==> config.mk <==
export PLATFORM = sky130hd
export DESIGN_NAME = pss_seq
export DESIGN_NICKNAME = d
export VERILOG_FILES = /design/src/rtl/pss_pkg.sv /design/src/rtl/pss_relock_timer.sv /design/src/rtl/pss_qs_monitor.sv /design/src/rtl/pss_fsm.sv /design/src/rtl/pss_seq.sv
export SDC_FILE = /design/constraint.sdc
export NUM_CORES = 1
export LEC_CHECK = 0
export ABC_AREA = 0
export BUFFER_PORTS_ARGS = -buffer_cell sky130_fd_sc_hd__buf_2
export CAP_MARGIN = 40
export CORE_UTILIZATION = 40
export DETAILED_ROUTE_END_ITERATION = 10
export SYNTH_ARGS = -nofsm -noshare
export SYNTH_HDL_FRONTEND = slang
export SYNTH_HIERARCHICAL = 1
export SYNTH_SLANG_ARGS = --single-unit
==> constraint.sdc <==
create_clock -name clk_i -period 5.75 [get_ports clk_i]
set_input_delay 0 -clock clk_i [delete_from_list [all_inputs] [get_ports clk_i]]
set_output_delay 0 -clock clk_i [all_outputs]
set_load 0.005 [all_outputs]
==> src/rtl/pss_pkg.sv <==
package pss_pkg;
  localparam int STATE_W = 3;
  typedef enum logic [STATE_W-1:0] {
    ST_NORMAL = 3'd0,
    ST_QS     = 3'd1,
    ST_SNOOP  = 3'd2,
    ST_DEEP   = 3'd3,
    ST_DEEPER = 3'd4
  } pss_state_e;
endpackage

==> src/rtl/pss_relock_timer.sv <==
module pss_relock_timer #(
  parameter int LOCK_CYC = 3750
) (
  input  logic clk_i,
  input  logic rst_ni,
  input  logic run_i,
  output logic done_o
);
  localparam int CNT_W = $clog2(LOCK_CYC + 1);
  localparam logic [CNT_W-1:0] LAST = CNT_W'(LOCK_CYC - 1);

  logic [CNT_W-1:0] cnt_q;

  always_ff @(posedge clk_i or negedge rst_ni) begin
    if (!rst_ni)     cnt_q <= '0;
    else if (!run_i) cnt_q <= '0;
    else if (!done_o) cnt_q <= cnt_q + 1'b1;
  end

  assign done_o = run_i && (cnt_q == LAST);
endmodule

==> src/rtl/pss_qs_monitor.sv <==
module pss_qs_monitor #(
  parameter int MISC_W = 4
) (
  input  logic              clk_i,
  input  logic              rst_ni,
  input  logic              watch_i,
  input  logic              dual_i,
  input  logic [MISC_W-1:0] misc_i,
  output logic              err_o
);
  logic [MISC_W-1:0] misc_q;
  logic              moved;

  assign moved = watch_i && (misc_i != misc_q);

  always_ff @(posedge clk_i or negedge rst_ni) begin
    if (!rst_ni) begin
      misc_q <= '0;
      err_o  <= 1'b0;
    end else begin
      misc_q <= misc_i;
      err_o  <= err_o | moved | dual_i;
    end
  end
endmodule

==> src/rtl/pss_fsm.sv <==
module pss_fsm
  import pss_pkg::*;
(
  input  logic       clk_i,
  input  logic       rst_ni,
  input  logic       stpclk_req_ni,
  input  logic       deep_go_i,
  input  logic       vlow_i,
  input  logic       cpu_rst_i,
  input  logic       halt_i,
  input  logic       snp_req_i,
  input  logic       snp_done_i,
  input  logic       bus_quiet_i,
  input  logic       relock_done_i,
  output pss_state_e state_o,
  output pss_state_e ret_o,
  output logic       init_o
);
  pss_state_e state_q, state_d, ret_q, ret_d;
  logic       rst_q;

  always_comb begin
    state_d = state_q;
    ret_d   = ret_q;
    unique case (state_q)
      ST_NORMAL: begin
        if (halt_i && snp_req_i) begin
          state_d = ST_SNOOP;
          ret_d   = ST_NORMAL;
        end else if (!stpclk_req_ni) begin
          state_d = ST_QS;
        end
      end
      ST_QS: begin
        if (cpu_rst_i) begin
          state_d = ST_QS;
        end else if (snp_req_i) begin
          state_d = ST_SNOOP;
          ret_d   = ST_QS;
        end else if (stpclk_req_ni) begin
          state_d = ST_NORMAL;
        end else if (deep_go_i) begin
          state_d = ST_DEEP;
        end
      end
      ST_SNOOP:  if (snp_done_i && bus_quiet_i) state_d = ret_q;
      ST_DEEP: begin
        if (vlow_i)             state_d = ST_DEEPER;
        else if (relock_done_i) state_d = ST_QS;
      end
      ST_DEEPER: if (!vlow_i) state_d = ST_DEEP;
      default:   state_d = ST_NORMAL;
    endcase
  end

  always_ff @(posedge clk_i or negedge rst_ni) begin
    if (!rst_ni) begin
      state_q <= ST_NORMAL;
      ret_q   <= ST_NORMAL;
      rst_q   <= 1'b0;
      init_o  <= 1'b0;
    end else begin
      state_q <= state_d;
      ret_q   <= ret_d;
      rst_q   <= cpu_rst_i;
      init_o  <= cpu_rst_i & ~rst_q;
    end
  end

  assign state_o = state_q;
  assign ret_o   = ret_q;
endmodule

==> src/rtl/pss_seq.sv <==
module pss_seq
  import pss_pkg::*;
#(
  parameter int LOCK_CYC = 3750,
  parameter int MISC_W   = 4
) (
  input  logic              clk_i,
  input  logic              rst_ni,
  input  logic              stpclk_req_ni,
  input  logic              dslp_req_ni,
  input  logic              bclk_run_i,
  input  logic              vlow_i,
  input  logic              cpu_rst_i,
  input  logic              halt_i,
  input  logic              snp_req_i,
  input  logic              snp_done_i,
  input  logic              bus_quiet_i,
  input  logic [MISC_W-1:0] misc_i,
  output logic [STATE_W-1:0] state_o,
  output logic              relock_o,
  output logic              err_o,
  output logic              init_o
);
  pss_state_e state, ret;
  logic relock_done, watch, dual, sleepy;

  assign sleepy   = (state == ST_QS) || (state == ST_DEEP) || (state == ST_DEEPER);
  assign dual     = sleepy && !bclk_run_i && !dslp_req_ni;
  assign watch    = (state == ST_QS) || ((state == ST_SNOOP) && (ret == ST_QS));
  assign relock_o = (state == ST_DEEP) && bclk_run_i && dslp_req_ni && !vlow_i;

  pss_relock_timer #(.LOCK_CYC(LOCK_CYC)) u_timer (
    .clk_i  (clk_i),
    .rst_ni (rst_ni),
    .run_i  (relock_o),
    .done_o (relock_done)
  );

  pss_qs_monitor #(.MISC_W(MISC_W)) u_mon (
    .clk_i   (clk_i),
    .rst_ni  (rst_ni),
    .watch_i (watch),
    .dual_i  (dual),
    .misc_i  (misc_i),
    .err_o   (err_o)
  );

  pss_fsm u_fsm (
    .clk_i         (clk_i),
    .rst_ni        (rst_ni),
    .stpclk_req_ni (stpclk_req_ni),
    .deep_go_i     (!bclk_run_i || !dslp_req_ni),
    .vlow_i        (vlow_i),
    .cpu_rst_i     (cpu_rst_i),
    .halt_i        (halt_i),
    .snp_req_i     (snp_req_i),
    .snp_done_i    (snp_done_i),
    .bus_quiet_i   (bus_quiet_i),
    .relock_done_i (relock_done),
    .state_o       (state),
    .ret_o         (ret),
    .init_o        (init_o)
  );

  assign state_o = state;
endmodule

==> reports/qor.yml <==
status: "finished, final reports clean"
antenna_found_initial: 0
numClockSinks: 23
power.share.switching_pct: 32.9
netlist_instances: 138
rows: 20
synth_seq_cells: 23
synth_area_mm2: 0.00136
cp_max_fo: 15
post-route-util_pct: 50.8
cts_tree: "built"
clockRootBuffer: "clkbuf_4"
p_int_uw: 282
top_layer: "met4"
regToRegEndpoint: "u_fsm/state_o[1]"
die_height_um: 60.3
clock_latency_ns: 0.31
skew_ns: 0.0130
nNetsFinal: 184
drv_cap: 0
finalHoldViolations: 0
setup_tns_ns: 0
die_w_um: 60.3
clockBufferDepth: 2
finalSetupViolCount: 0
period_needed_ns: 2.62
io_buffer_count: 20
final-seq-area_um2: 576
antenna_left: 0
io_pins: 21
dr_wl_met3_um: 52
fmax_ghz: 0.382
p_leak_nw: 0.634
wl_met2_um: 1200
reg2regPathDepth: 9
arrival_ns: 2.82
synthAdderAreaFrac_pct: 1.84
hp-start: "dslp_req_ni"
hpwl_um: 1850
overflow: 0
via_per_inst: 5.15
ys_async_sr_fraction_pct: 100
min_period_over_period_pct: 45.5
globalplace.congestion: 0.799
fin_total_pwr_uw: 421
hold-path-endpoint: "u_mon/err_o"
drc: 0
hp-class: "primary input to flop"
wl_met1_um: 1280
synth-edff-count: 0
synth_top_family_by_area: "simple AND/OR/NAND/NOR gates"
instances_no_fill: 210
cts_buffers: 3
wl_um: 2550
ff2ff_setup_slack_ns: 3.13
combinationalPowerShare_pct: 31.9
synth_compound_area_share_pct: 17.3
rr_startpoint: "u_fsm/state_o[0]"
path_clk_slew_ns: 0.14
yosys_warnings: 6
seq_area_frac_synth_pct: 42.4
placed_cells: 197
n_fill_cell: 302
vias: 1082
syn_to_final_growth_pct: 17.0
switching_power_uw: 138
wl_per_cell_um: 12.1
multi_input_area_um2: 703
layout-drive-gt1-share_pct: 21.7
synth_cell_type_count: 51
drt_iter0_drc: 55
start_kind: "flop"
antenna_cells: 0
slew_headroom_pct: 57.5
clkPwrFrac_pct: 18.0
grt_pass1_vias: 948
drv_slew: 0
htreeDepth: 1
worst_hold_slack_ns: 0.0694
yosys.area_share.simple_pct: 24.9
grt_max_degree: 24
grt_pass1_wl_um: 4240
start_util_pct: 43.4
ys.flop_type: "dfrtp_1"
track_usage_pct: 15.7
synthXorXnorAreaFrac_pct: 3.87
rsz0062_at_grt: "false"
crit_type: "flop to flop"
peakVddDrop_v: 0.000145
die_area_mm2: 0.00363
hold_depth: 3
tightest_slew_ns: 0.633
synth_mux_area_share_pct: 3.32
core_mm2: 0.00313
worstSetupEndpointType: "flop"
drtPass1Iterations: 4
power_density_mw_per_mm2: 265
pwr-share-seq_pct: 50.1
required_ns: 5.95
syn_avg_cell_area_um2: 9.84
-- power by group through the flow --
stage               combinational, mW  clock, mW  sequential (mW)
detailed placement              0.126          0            0.214
global placement                0.124          0            0.213
global route                    0.149     0.0849            0.216
finish                          0.134     0.0758            0.211
floorplan                       0.121          0            0.193
CTS                             0.136     0.0800            0.211
-- flip-flops by register name, indices dropped and copies added, names as in the netlist --
signal and count:
u_fsm/init_o 1, u_fsm/ret_o 1, u_fsm/rst_q 1, u_fsm/state_o 3
u_mon/err_o 1, u_mon/misc_q 4, u_timer/cnt_q 12
-- critical path, stage by stage, from the launching register on --
cell and delay (ns):
dfrtp_1 0.62, nand2b_1 0.15, nor4b_1 0.30, buf_4 0.21, inv_1 0.13, nor4_1 0.33, nor2_1 0.07, and3_1 0.18
a211o_1 0.26, mux2_4 0.26
-- area by class of cell --
class | count | area share [%]
Multi-Input combinational cell | 102 | 44.3
Sequential cell | 23 | 36.2
Timing Repair Buffer | 30 | 12.5
Tap cell | 44 | 3.47
Inverter | 7 | 1.65
Clock buffer | 3 | 1.42
Clock inverter | 1 | 0.473
-- routing by layer --
layer / vias to the layer above / global-route usage (%)
li1: 555 / -
met1: 514 / 20.7
met2: 11 / 26.2
met3: 2 / 3.90
met4: 0 / 2.99
met5: - / 0
-- cells by family after synthesis --
family | count (synthesis)
AO/OA/AOI/OAI | 33
XOR/XNOR | 6
adder cells (fa/ha/maj) | 2
buffers and inverters | 14
flip-flops | 23
multiplexers | 4
other | 1
AND/OR/NAND/NOR | 55
-- per-stage QoR --
stage                     cell area [um^2]  worst slack (ns)
after floorplan                       1360              3.18
after global placement                1470              3.20
final                                 1590              3.13
after global routing                  1590              2.86
after detailed placement              1470              3.13
after CTS                             1590              3.09
-- worst max-delay path by stage --
stage	start	end	slack, ns	cells after the start
after CTS	u_fsm/state_o[0]	u_fsm/state_o[1]	3.09	9
after floorplan	u_fsm/state_o[2]	u_fsm/state_o[1]	3.18	9
after detailed placement	u_fsm/state_o[2]	u_fsm/state_o[1]	3.13	9
after global routing	u_fsm/state_o[0]	u_fsm/state_o[1]	2.86	9
final	u_fsm/state_o[0]	u_fsm/state_o[1]	3.13	9
after global placement	u_fsm/state_o[0]	u_fsm/state_o[1]	3.20	9
-- cell usage in the layout (no fill, tap or decap), drive strengths merged, types with 4 or more instances in the layout --
master / netlist / layout
dfrtp: 23 / 23
nand2: 11 / 11
nand2b: 5 / 5
o21ai: 6 / 6
inv: 7 / 7
nand3: 5 / 5
nor2: 4 / 4
xnor2: 4 / 4
a21oi: 12 / 12
buf: 5 / 21
nor3: 5 / 5
dlygate4sd3: 0 / 9
-- synth_stat cells (2+ instances only) --
cell type,n,area [um^2]
nor3_1,5,25.0
dfrtp_1,23,576
nor2b_1,3,18.8
a211o_1,2,17.5
nand2b_1,5,31.3
o31ai_1,3,22.5
ha_1,2,25.0
nor2_1,4,15.0
nand4_1,2,12.5
mux2i_1,3,30.0
inv_1,7,26.3
nand2_1,10,37.5
nor4b_1,2,17.5
a21oi_1,11,55.1
nand3_1,5,25.0
buf_4,3,22.5
or4_1,3,22.5
nor4_1,2,12.5
o21ai_0,6,30.0
xnor2_1,4,35.0
buf_6,2,22.5
xor2_1,2,17.5
-- what timing repair did --
action	4_1_cts	5_1_grt
buffers inserted	0	0
endpoints found under the setup margin	0	0
gates resized for setup	0	0
hold endpoints to repair	31	0
hold buffers	9	0
Power figures use the tool's default switching activity.
